File: src/rtl/dreq_pipe_pkg.sv
`timescale 1ns/1ps
package dreq_pipe_pkg;

   typedef enum logic {
      OP_READ  = 1'b0,
      OP_WRITE = 1'b1
   } op_e;

   // bits needed to hold the values 0..n
   function automatic int cnt_bits(input int n);
      return (n < 1) ? 1 : $clog2(n + 1);
   endfunction

endpackage

File: src/rtl/dreq_inflight_ctr.sv
`timescale 1ns/1ps
// Counts requests of one kind between acceptance and data completion.
module dreq_inflight_ctr #(
   parameter int MAX = 2,
   localparam int CW = dreq_pipe_pkg::cnt_bits(MAX)
)(
   input  logic          clk,
   input  logic          rst_n,
   input  logic          inc,
   input  logic          dec,
   output logic          room,
   output logic          busy,
   output logic [CW-1:0] count
);

   generate
      if (MAX < 1) begin : g_bad_max
         $error("dreq_inflight_ctr: MAX must be at least 1");
      end

      if (MAX == 1) begin : g_flag
         // single slot: a plain occupancy flag
         logic full_q;
         always_ff @(posedge clk) begin
            if (!rst_n) full_q <= 1'b0;
            else        full_q <= inc | (full_q & ~dec);
         end
         assign room  = ~full_q;
         assign busy  = full_q;
         assign count = full_q;
      end else begin : g_cnt
         logic [CW-1:0] cnt_q;
         logic          dec_ok;
         assign dec_ok = dec && (cnt_q != '0);
         always_ff @(posedge clk) begin
            if (!rst_n) cnt_q <= '0;
            else        cnt_q <= cnt_q + CW'(inc) - CW'(dec_ok);
         end
         assign room  = cnt_q < CW'(MAX);
         assign busy  = cnt_q != '0;
         assign count = cnt_q;
      end
   endgenerate

endmodule

File: src/rtl/dreq_gap_timer.sv
`timescale 1ns/1ps
// Enforces the minimum distance between an address acknowledge and the
// next pipelined address phase.
module dreq_gap_timer #(
   parameter int GAP = 2
)(
   input  logic clk,
   input  logic rst_n,
   input  logic ack,
   input  logic busy,
   output logic gap_ok
);

   generate
      if (GAP < 1) begin : g_bad_gap
         $error("dreq_gap_timer: GAP must be at least 1");
      end

      if (GAP <= 2) begin : g_free
         // the address stage itself already spaces phases by two cycles
         logic unused_gap;
         assign unused_gap = ^{clk, rst_n, ack, busy};
         assign gap_ok     = 1'b1;
      end else begin : g_count
         localparam int TW = $clog2(GAP);
         logic [TW-1:0] tmr_q;
         always_ff @(posedge clk) begin
            if (!rst_n)             tmr_q <= '0;
            else if (ack)           tmr_q <= TW'(GAP - 1);
            else if (tmr_q != '0)   tmr_q <= tmr_q - TW'(1);
         end
         assign gap_ok = (tmr_q <= TW'(1)) || !busy;
      end
   endgenerate

endmodule

File: src/rtl/dreq_issue_stage.sv
`timescale 1ns/1ps
// Holds one accepted request on the bus until the slave acknowledges it.
module dreq_issue_stage #(
   parameter int AW = 32
)(
   input  logic          clk,
   input  logic          rst_n,
   input  logic          load,
   input  logic          load_write,
   input  logic [AW-1:0] load_addr,
   input  logic          ack,
   output logic          out_valid,
   output logic          out_write,
   output logic [AW-1:0] out_addr
);

   logic          v_q;
   logic          w_q;
   logic [AW-1:0] a_q;

   always_ff @(posedge clk) begin
      if (!rst_n) begin
         v_q <= 1'b0;
         w_q <= 1'b0;
         a_q <= '0;
      end else if (load) begin
         v_q <= 1'b1;
         w_q <= load_write;
         a_q <= load_addr;
      end else if (ack && v_q) begin
         v_q <= 1'b0;
      end
   end

   assign out_valid = v_q;
   assign out_write = w_q;
   assign out_addr  = a_q;

endmodule

File: src/rtl/dreq_pipe_tracker.sv
`timescale 1ns/1ps
module dreq_pipe_tracker
   import dreq_pipe_pkg::*;
#(
   parameter int AW      = 32,
   parameter int MAX_RD  = 2,
   parameter int MAX_WR  = 1,
   parameter int ACK_GAP = 2
)(
   input  logic          clk,
   input  logic          rst_n,
   input  logic          req_valid,
   input  logic          req_write,
   input  logic [AW-1:0] req_addr,
   output logic          req_ready,
   output logic          bus_req,
   output logic          bus_write,
   output logic [AW-1:0] bus_addr,
   input  logic          bus_ack,
   input  logic          rd_done,
   input  logic          wr_done
);

   localparam int RCW = cnt_bits(MAX_RD);
   localparam int WCW = cnt_bits(MAX_WR);

   generate
      if (AW < 1) begin : g_bad_aw
         $error("dreq_pipe_tracker: AW must be at least 1");
      end
   endgenerate

   op_e            req_op;
   logic           accept;
   logic           kind_room;
   logic           rd_room, wr_room;
   logic           rd_busy, wr_busy;
   logic           gap_ok;
   logic [RCW-1:0] rd_cnt;
   logic [WCW-1:0] wr_cnt;

   assign req_op    = op_e'(req_write);
   assign kind_room = (req_op == OP_WRITE) ? wr_room : rd_room;
   assign req_ready = !bus_req && kind_room && gap_ok;
   assign accept    = req_valid && req_ready;

   dreq_inflight_ctr #(.MAX(MAX_RD)) u_rd_ctr (
      .clk   (clk),
      .rst_n (rst_n),
      .inc   (accept && (req_op == OP_READ)),
      .dec   (rd_done),
      .room  (rd_room),
      .busy  (rd_busy),
      .count (rd_cnt)
   );

   dreq_inflight_ctr #(.MAX(MAX_WR)) u_wr_ctr (
      .clk   (clk),
      .rst_n (rst_n),
      .inc   (accept && (req_op == OP_WRITE)),
      .dec   (wr_done),
      .room  (wr_room),
      .busy  (wr_busy),
      .count (wr_cnt)
   );

   dreq_gap_timer #(.GAP(ACK_GAP)) u_gap (
      .clk    (clk),
      .rst_n  (rst_n),
      .ack    (bus_req && bus_ack),
      .busy   (rd_busy || wr_busy),
      .gap_ok (gap_ok)
   );

   dreq_issue_stage #(.AW(AW)) u_issue (
      .clk        (clk),
      .rst_n      (rst_n),
      .load       (accept),
      .load_write (req_write),
      .load_addr  (req_addr),
      .ack        (bus_ack),
      .out_valid  (bus_req),
      .out_write  (bus_write),
      .out_addr   (bus_addr)
   );

endmodule

File: config.mk
export PLATFORM = sky130hd
export DESIGN_NAME = dreq_pipe_tracker
export DESIGN_NICKNAME = d
export VERILOG_FILES = /design/src/rtl/dreq_pipe_pkg.sv /design/src/rtl/dreq_inflight_ctr.sv /design/src/rtl/dreq_gap_timer.sv /design/src/rtl/dreq_issue_stage.sv /design/src/rtl/dreq_pipe_tracker.sv
export SDC_FILE = /design/constraint.sdc
export NUM_CORES = 1
export LEC_CHECK = 0
export BUFFER_PORTS_ARGS = -buffer_cell sky130_fd_sc_hd__buf_2
export CORE_MARGIN = 2
export CORE_UTILIZATION = 45
export DETAILED_ROUTE_END_ITERATION = 12
export GPL_TIMING_DRIVEN = 0
export PLACE_DENSITY = 0.83
export SLEW_MARGIN = 40
export SYNTH_ARGS = -nofsm -noshare
export SYNTH_HDL_FRONTEND = slang
export SYNTH_SLANG_ARGS = --single-unit
File: constraint.sdc
create_clock -name clk -period 3.4 [get_ports clk]
set_clock_uncertainty 0.15 [all_clocks]
set_input_delay 0.68 -clock clk [delete_from_list [all_inputs] [get_ports clk]]
set_output_delay 0.68 -clock clk [all_outputs]
set_load 0.02 [all_outputs]
==> reports/metrics.csv, run 1 <==
stage,metric,value,unit
outcome,status,"finished, final reports clean",
pwr,p_sw_share,30.81,%
placement,dp_hpwl,2345,microns
setup_path,path_max_fanout,10,
synth,synthTopCellsByArea,"dfxtp_1 47%, mux2i_1 20%, nand2_1 16%",
setup_path,start_kind,input port,
synth,synth_edf_count,0,
layout,antennaDiodeCount,0,
sta,slew_violations,0,
clocking,clk_pin_slew,0.11,ns
pwr,internal_power,0.7450,mW
routing,vias,1363,
setup_path,cp.required,3.49,ns
synth,synth-seq-cells,37,
synth,synthArstFlopShare,0,%
pwr,p_leak,1.030,nW
synth,synth_flop_cell,dfxtp_1,
placement,portBuffers,72,
sta,whs,0.3091,ns
clocking,cts_made_buffers,5,
clocking,post_cts_buffers,0,
clocking,post_cts_resized,0,
synth,syn_area,1569,sq um
routing,wl_per_cell,10.89,microns
synth,synth_top_cell_area_share,47.21,%
routing,drc,0,
clocking,cts_tree,done,
layout,drive_gt1_share,34.55,%
sta,fmax,399.5,MHz
pwr,pwr-share-seq,48.2,%
synth,avgSynthCellArea,9.395,sq um
grt,grt_pass1_wl,5568,microns
setup_path,end_kind,flop,
routing,drt-initial-drc-count,64,
clocking,cts_max_level,2,
placement,placed_area,1987,sq um
pwr,p_switching,0.3318,mW
sta,tns,0,ns
synth,synth_cell_type_count,21,
grt,antenna_found_initial,0,
hold_path,hp-class,flop to flop,
layout,fin_cells,292,
floorplan,pin_count,74,
synth,synth_warnings,0,
flow_run,maxCapViolations,0,
layout,nFillCells,302,
clocking,cts-hold-fix-buffers,0,
clocking,cts-root-buf,clkbuf_4,
sta,rsz0062_at_grt,false,
sta,relSlewSlack,65.24,%
routing,dr.pass1.iters,4,
layout,syn_to_final_growth,30.14,%
placement,globalplace.congestion,0.7730,
routing,final_antenna_net_count,0,
clocking,clock-sinks,37,
grt,grt_max_degree,11,
floorplan,die_h,63.05,microns
pwr,ir_drop,268.9,uV
layout,layout.nets,287,
routing,via_per_inst,4.668,
synth,yosysTopAreaCell,dfxtp_1,
floorplan,start_util,47.02,%
clocking,insertion_delay,0.33,ns
sta,finalWorstSetupSlack,0.8968,ns
synth,syn_nets,208,
layout,finalInstanceArea,2042,sq um
routing,routed_wl,3181,microns
grt,grt_pass1_vias,1288,
floorplan,core_region_area,3337,sq um
synth,yosysMostFrequentCell,nand2_1,
grt,track_usage,17.51,%
sta,fin_crit_sh,73.62,%
synth,syn_inst,167,
sta,fin_crit,2.503,ns
pwr,pwr-share-comb,30.9,%
pwr,powerDensity,527.3,nW/um^2
floorplan,rows,21,
grt,gr-total-overflow,0,
floorplan,die_w,63.05,microns
floorplan,die-area,3975,sq um
clocking,clock_path_buffers,2,
setup_path,critPathKind,input port to flop,
sta,tightestPinTransition,0.5213,ns
pwr,power_frac_clock,20.9,%
sta,setup_viol,0,
placement,place_ws,0.5308,ns
synth,yosysSeqAreaShare,47.21,%
setup_path,cp_data_arrival_time,2.59,ns
placement,placed_cells,285,
sta,final_hold_viol_count,0,
synth,synth_commonest_cells,"65 x nand2_1, 37 x dfxtp_1, 32 x mux2i_1",
## stage by stage
step	total power, mW	util [%]
final	1.077	61.19
after global routing	1.151	61.19
after CTS	1.093	61.19
after detailed placement	0.8666	59.54
after global placement	0.8585	59.54
after floorplan	0.7698	-
## worst max-delay path: stages
cell	delay [ns]
buf_2	0.12
mux2_4	0.30
nor3b_2	0.20
buf_6	0.19
buf_12	0.15
nand2_1	0.06
ha_1	0.27
inv_1	0.04
ha_1	0.18
xnor2_1	0.13
xnor2_1	0.12
and2_1	0.14
## kinds of logic (layout without fill, tap and decap cells)
kind of cell,count (synthesis),in the layout,share of synthesized area [%]
adder cells (fa/ha/maj),2,2,1.595
AND/OR/NAND/NOR,74,74,19.46
AO/OA/AOI/OAI,5,5,2.233
buffers and inverters,14,93,7.017
multiplexers,33,33,21.37
XOR/XNOR,2,2,1.117
flip-flops,37,37,47.21
## power by group through the flow
stage | Clock, mW | Sequential, mW | Combinational [mW]
after floorplan | 0 | 0.580 | 0.190
after global placement | 0 | 0.527 | 0.332
after detailed placement | 0 | 0.529 | 0.337
after CTS | 0.236 | 0.520 | 0.338
after global routing | 0.259 | 0.527 | 0.365
final | 0.225 | 0.519 | 0.332
## worst paths after layout
| check | slack [ns] | cells past startpoint | from | to |
|---|---|---|---|---|
| worst min-delay path | 0.31 | 2 | u_issue.out_addr[6] | u_issue.out_addr[6] |
| worst max-delay path | 0.90 | 12 | req_write | u_rd_ctr.count[1] |
| worst max register to register | 1.03 | 11 | u_rd_ctr.count[1] | u_rd_ctr.count[1] |
| worst min register to register | 0.31 | 2 | u_issue.out_addr[6] | u_issue.out_addr[6] |
## area by class of cell
class,instances,area [sq um],share of cell area [%]
sequential,37,740.7,36.27
multi-input combinational,116,718.2,35.17
timing repair buffer,72,360.3,17.65
buffer,12,102.6,5.024
tap,46,57.56,2.819
clock buffer,7,55.05,2.696
inverter,2,7.507,0.3676
## routing by layer
metal / vias up / GRT usage [%] / wire length, microns
li1: 692 / - / -
met1: 621 / 21.63 / 1417
met2: 45 / 29.12 / 1531
met3: 5 / 3.571 / 173
met4: 0 / 8.333 / 58
met5: - / 0 / 0
## flip-flops by register name (all words and copies together), names as in the netlist
signal and cells:
u_issue.out_addr 32, u_rd_ctr.count 2, u_wr_ctr.busy 1, u_issue.out_write 1, u_issue.out_valid 1
## cell usage in the layout (no fill, tap or decap)
master / instances
nor4b_1: 1
inv_1: 2
clkbuf_8: 1
o21a_1: 3
o21ai_0: 1
nor2_1: 2
a211oi_1: 1
nand2_1: 65
nor3b_2: 1
buf_6: 1
buf_12: 3
dfxtp_1: 37
clkbuf_1: 7
xnor2_1: 2
and2_1: 2
mux2i_1: 32
buf_1: 1
clkbuf_4: 5
nor2b_1: 2
nor3b_1: 1
mux2_4: 1
ha_1: 2
buf_2: 73
No activity file was read; power rests on OpenSTA's default activity.
==> inputs of run 2 (changes only) <==
--- a/config.mk
+++ b/config.mk
@@ -7,10 +7,10 @@
 export LEC_CHECK = 0
 export BUFFER_PORTS_ARGS = -buffer_cell sky130_fd_sc_hd__buf_2
 export CORE_MARGIN = 2
-export CORE_UTILIZATION = 45
+export CORE_UTILIZATION = 41
 export DETAILED_ROUTE_END_ITERATION = 12
 export GPL_TIMING_DRIVEN = 0
-export PLACE_DENSITY = 0.83
+export PLACE_DENSITY = 0.8
 export SLEW_MARGIN = 40
 export SYNTH_ARGS = -nofsm -noshare
 export SYNTH_HDL_FRONTEND = slang
==> constraint.sdc (replaced) <==
create_clock -name clk -period 2.1 [get_ports clk]
set_clock_uncertainty 0.15 [all_clocks]
set_input_delay 0.42 -clock clk [delete_from_list [all_inputs] [get_ports clk]]
set_output_delay 0.42 -clock clk [all_outputs]
set_load 0.02 [all_outputs]
==> reports/metrics.csv, run 2 (synthesis results as in run 1) <==
stage,metric,value,unit,change
outcome,status,"finished, final reports clean",,
hold_path,hp-class,input port to flop,,
grt,gr-total-overflow,0,,unchanged
routing,dr.pass1.iters,5,,+1
setup_path,cp_data_arrival_time,2.09,ns,-0.50 ns
placement,place_ws,-0.4812,ns,-1.012 ns
clocking,cts_tree,done,,
placement,portBuffers,72,,unchanged
layout,largest_reg_flops,32,,unchanged
routing,vias,1360,,-0.22%
grt,grt_pass1_vias,1256,,-2.5%
clocking,clock-sinks,37,,unchanged
sta,finalWorstSetupSlack,0.03100,ns,-0.8658 ns
floorplan,start_util,42.86,%,-4.2 points
floorplan,die_h,65.86,microns,+4.5%
placement,dp_hpwl,2467,microns,+5.2%
floorplan,pin_count,74,,unchanged
routing,final_antenna_net_count,0,,unchanged
setup_path,path_common_cell,ha_4,,
layout,layout.nets,289,,+0.70%
sta,final_hold_viol_count,0,,unchanged
layout,final_common_cell,buf_2,,
pwr,p_leak,1.056,nW,+2.5%
layout,drive_gt1_share,37.90,%,+3.4 points
routing,met1Wirelength,1416,microns,about the same
sta,rsz0062_at_grt,true,,
hold_path,holdPathEnd,u_issue.out_addr[18],,
sta,fin_crit_sh,98.52,%,
routing,highest_layer,met4,,
layout,mostFrequentLayoutCells,"73 x buf_2, 64 x nand2_1, 35 x dfxtp_1",,
floorplan,core_region_area,3661,sq um,+9.7%
grt,grt_max_degree,11,,unchanged
routing,routed_wl,3330,microns,+4.7%
placement,placed_cells,287,,+0.70%
placement,placed_area,2022,sq um,+1.8%
pwr,ir_drop,383.9,uV,+43%
setup_path,end_kind,flop,,
sta,setup_viol,0,,unchanged
grt,track_usage,16.50,%,-1.0 points
routing,drt-initial-drc-count,38,,-41%
floorplan,die-area,4338,sq um,+9.1%
routing,drc,0,,unchanged
sta,relSlewSlack,69.40,%,+4.2 points
sta,tightestPinTransition,0.4590,ns,-0.06237 ns
floorplan,rows,22,,+4.8%
flow_run,maxCapViolations,0,,unchanged
setup_path,start_kind,flop,,
layout,antennaDiodeCount,0,,unchanged
sta,fin_crit,2.069,ns,
clocking,cts_max_level,2,,unchanged
clocking,cts-root-buf,clkbuf_8,,
layout,finalInstanceArea,2127,sq um,+4.2%
hold_path,min_from,req_addr[18],,
setup_path,r2r-start,u_wr_ctr.busy,,
pwr,p_total,1.925,mW,+79%
clocking,clk_pin_slew,0.07,ns,-0.04 ns
placement,globalplace.congestion,0.6695,,-13%
layout,utilization,58.10,%,-3.1 points
clocking,insertion_delay,0.28,ns,-0.05 ns
routing,met2WireLength,1644,microns,+7.4%
setup_path,crit_slowest_cell,dfxtp_2,,
setup_path,r2r_cells,10,,-1
layout,fin_cells,296,,+1.4%
grt,grt_pass1_wl,5333,microns,-4.2%
setup_path,rrSetupSlack,0.03,ns,-1.00 ns
setup_path,critPathKind,flop to flop,,
routing,via_per_inst,4.595,,-1.6%
layout,syn_to_final_growth,35.57,%,
clocking,cts_made_buffers,5,,unchanged
floorplan,die_w,65.86,microns,+4.5%
pwr,powerDensity,905.1,nW/um^2,+72%
hold_path,min_path_cells,3,,+1
routing,wl_per_cell,11.25,microns,+3.3%
setup_path,r2r_end,u_rd_ctr.count[1],,
clocking,cts-hold-fix-buffers,0,,unchanged
setup_path,path_max_fanout,4,,-6
routing,dr_wl_met3,212,microns,+23%
grt,antenna_found_initial,0,,unchanged
setup_path,slowest_delay,0.34,ns,+0.04 ns
clocking,clock_path_buffers,2,,unchanged
setup_path,path_cells,mux2_4 > nor3b_4 > buf_6 > nand2_4 > ha_4 > inv_2 > ha_4 > xnor2_2 > xnor2_1 > and2_1,,
sta,slew_violations,0,,unchanged
setup_path,cp.required,2.13,ns,-1.36 ns
sta,fmax,483.3,MHz,
-- run 2: cell count changes in the layout (fill, tap and decap cells not counted), moves of 2 or more --
| cell | previous run | this run |
|---|---|---|
| buf_4 | 0 | 3 |
| dfxtp_1 | 37 | 35 |
| dfxtp_2 | 0 | 2 |
| ha_1 | 2 | 0 |
| ha_4 | 0 | 2 |
| clkbuf_4 | 5 | 0 |
| clkbuf_8 | 1 | 6 |
-- run 2: per-stage QoR --
step,TNS (ns),hold slack [ns]
floorplan,-0.2443,0.3832
global placement,-0.6329,0.2909
detailed placement,-0.7251,0.2969
CTS,0,0.2225
global route,-0.05241,0.2272
finish,0,0.2303
-- run 2: final cells by class --
type / count / area [sq um]
plain buffers: 11 / 82.58
clock buffers: 7 / 86.33
fillers: 344 / 1534
inverters: 2 / 7.507
multi-input cells: 116 / 764.5
flip-flops and latches: 37 / 743.2
well taps: 48 / 60.06
repair buffers: 75 / 382.9
-- run 2: timing repair --
item | CTS | global route
gates resized for setup | 3 | 1
pin swaps | 1 | 4
hold endpoints to repair | 0 | 0
buffers inserted | 3 | 0
endpoints found under the setup margin | 2 | 1
-- run 2: worst max-delay path: cells and delay by family, from the launching register on --
| family | cells | cell delay, ns |
|---|---|---|
| DFF | 1 | 0.34 |
| and+or+nand+nor | 3 | 0.38 |
| muxes | 1 | 0.28 |
| adders and majority gates | 2 | 0.41 |
| buffers and inverters | 2 | 0.16 |
| xor gates and xnor gates | 2 | 0.24 |
-- run 2: worst max path at each step --
stage,start,endpoint,slack [ns],cells after the start
after global placement,req_write,u_rd_ctr.count[1],-0.41,12
after CTS,u_wr_ctr.busy,u_rd_ctr.count[1],0.007,10
final,u_wr_ctr.busy,u_rd_ctr.count[1],0.03,10
after global routing,u_wr_ctr.busy,u_rd_ctr.count[1],-0.05,10
after floorplan,req_write,u_rd_ctr.count[1],-0.22,11
after detailed placement,req_write,u_rd_ctr.count[1],-0.48,12
-- run 2: routing by layer --
layer / global-route usage, % / up-vias
li1: - / 696
met1: 17.96 / 610
met2: 29.04 / 48
met3: 5.451 / 6
met4: 7.031 / 0
met5: 0 / -
-- run 2: where the power goes --
| group | switching, mW | internal, mW | total (mW) |
|---|---|---|---|
| Sequential | 0.0502 | 0.793 | 0.843 |
| Clock | 0.226 | 0.260 | 0.486 |
| Combinational | 0.308 | 0.288 | 0.596 |
| Total | 0.584 | 1.34 | 1.93 |
==> inputs of run 3 (changes only) <==
--- a/config.mk
+++ b/config.mk
@@ -11,7 +11,9 @@
 export DETAILED_ROUTE_END_ITERATION = 12
 export GPL_TIMING_DRIVEN = 0
 export PLACE_DENSITY = 0.8
+export RECOVER_POWER = 100
 export SLEW_MARGIN = 40
 export SYNTH_ARGS = -nofsm -noshare
 export SYNTH_HDL_FRONTEND = slang
+export SYNTH_HIERARCHICAL = 1
 export SYNTH_SLANG_ARGS = --single-unit
==> constraint.sdc (replaced) <==
create_clock -name clk -period 1.7 [get_ports clk]
set_clock_uncertainty 0.15 [all_clocks]
set_input_delay 0.34 -clock clk [delete_from_list [all_inputs] [get_ports clk]]
set_output_delay 0.34 -clock clk [all_outputs]
set_load 0.02 [all_outputs]
==> reports/metrics.csv, run 3 <==
stage,metric,value,unit,change
outcome,status,"finished, final reports clean",,
clocking,insertion_delay,0.28,ns,about the same
layout,final_common_cell,buf_2,,
floorplan,rows,22,,unchanged
floorplan,die-area,4289,sq um,-1.1%
flow_run,maxCapViolations,0,,unchanged
sta,final_hold_viol_count,0,,unchanged
floorplan,core_region_area,3661,sq um,unchanged
layout,mostFrequentLayoutCells,"38 x buf_2, 37 x clkbuf_1, 36 x dfxtp_1",,
routing,dr.pass1.iters,4,,-1
clocking,clk_pin_slew,0.07,ns,about the same
setup_path,critPathKind,flop to flop,,
routing,drt-initial-drc-count,36,,-5.3%
pwr,p_leak,0.8266,nW,-22%
placement,portBuffers,73,,+1.4%
grt,gr-total-overflow,0,,unchanged
synth,syn_area,1550,sq um,-1.2%
setup_path,path_max_fanout,3,,-1
floorplan,pin_count,74,,unchanged
synth,synth_warnings,6,,+6
layout,regArea,742.0,sq um,-0.17%
clocking,cts-root-buf,clkbuf_8,,
layout,multiInputGateArea,709.4,sq um,-7.2%
clocking,clock-sinks,37,,unchanged
sta,fin_crit_sh,94.50,%,-4.0 points
routing,drc,0,,unchanged
pwr,powerDensity,1101,nW/um^2,+22%
layout,drive_gt1_share,26.98,%,-11 points
layout,antennaDiodeCount,0,,unchanged
grt,antenna_found_initial,0,,unchanged
setup_path,cp.required,1.73,ns,-0.40 ns
layout,largest_reg_flops,32,,unchanged
clocking,cts_tree,done,,
layout,layout.nets,255,,-12%
sta,finalWorstSetupSlack,0.09354,ns,+0.06255 ns
clocking,cts_max_level,2,,unchanged
routing,final_antenna_net_count,0,,unchanged
synth,avgSynthCellArea,11.57,sq um,+23%
routing,vias,1149,,-16%
routing,routed_wl,2786,microns,-16%
grt,grt_pass1_wl,4623,microns,-13%
setup_path,start_kind,flop,,
clocking,clock_path_buffers,2,,unchanged
layout,nFillCells,349,,+1.5%
grt,grt_pass1_vias,1101,,-12%
floorplan,start_util,42.34,%,-0.51 points
sta,fmax,622.5,MHz,+29%
pwr,ir_drop,519.7,uV,+35%
synth,syn_inst,134,,-20%
routing,wl_per_cell,10.59,microns,-5.8%
layout,syn_to_final_growth,31.64,%,
placement,place_ws,0.01731,ns,+0.4985 ns
clocking,cts_made_buffers,5,,unchanged
sta,tns,0,ns,unchanged
floorplan,die_h,65.49,microns,-0.56%
placement,dp_hpwl,2127,microns,-14%
placement,globalplace.congestion,0.6509,,-2.8%
grt,track_usage,13.87,%,-2.6 points
setup_path,cp_data_arrival_time,1.63,ns,-0.46 ns
clocking,post_cts_buffers,0,,-3
sta,slew_violations,0,,unchanged
sta,rsz0062_at_grt,false,,
clocking,cts-hold-fix-buffers,0,,unchanged
setup_path,rrSetupSlack,0.09,ns,+0.06 ns
hold_path,hp-class,input port to flop,,
sta,whs,0.1673,ns,-0.06300 ns
routing,via_per_inst,4.369,,-4.9%
sta,setup_viol,0,,unchanged
sta,fin_crit,1.606,ns,-0.4625 ns
synth,syn_nets,175,,-16%
floorplan,die_w,65.49,microns,-0.56%
setup_path,end_kind,flop,,
grt,grt_max_degree,12,,+1
-- run 3: layout make-up --
cell class | instances | area share [%]
flip-flops and latches | 37 | 36.36
well taps | 48 | 2.943
multi-input cells | 85 | 34.76
clock inverters | 1 | 0.2452
inverters | 4 | 0.7357
repair buffers | 73 | 15.82
clock buffers | 7 | 4.721
plain buffers | 8 | 4.414
-- run 3: final timing paths --
check                  startpoint                   end  depth (start not counted)
max reg2reg     u_rd_ctr/count[1]     u_rd_ctr/count[1]                          7
min reg2reg  u_issue/out_addr[13]  u_issue/out_addr[13]                          2
max             u_rd_ctr/count[1]     u_rd_ctr/count[1]                          7
min                  req_addr[20]  u_issue/out_addr[20]                          3
-- run 3: critical path, stage by stage (launching register included) --
cell and delay, ns:
dfxtp_2 0.33, or2_1 0.20, and2_4 0.14, ha_4 0.25
inv_1 0.03, ha_2 0.16, xnor3_1 0.20, nor2b_2 0.04
-- run 3: repair_timing --
item | in CTS | in global routing
endpoints found under the hold margin | 0 | 0
pin swaps | 1 | 1
resized for setup | 2 | 2
endpoints found under the setup margin | 1 | 1
-- run 3: where the power goes --
group	switching, mW	internal, mW	total, mW
clock network	0.288	0.366	0.654
registers	0.0419	0.954	0.996
logic	0.285	0.311	0.597
total	0.615	1.63	2.25
-- run 3: layer usage --
layer / global-route usage, % / part of all wire, %
met2: 21.81 / 42
met3: 5.479 / 11
met4: 4.688 / 0.36
met5: 0 / 0
met1: 17.31 / 47
-- run 3: through the flow --
step	total power [mW]	instance area [sq um]	utilization (%)	instances
after detailed placement	1.600	1976	53.96	255
after global placement	1.587	1976	53.96	255
final	2.246	2041	55.74	263
after floorplan	1.444	1550	-	134
after global routing	2.390	2041	55.74	263
after CTS	2.266	2081	56.84	263
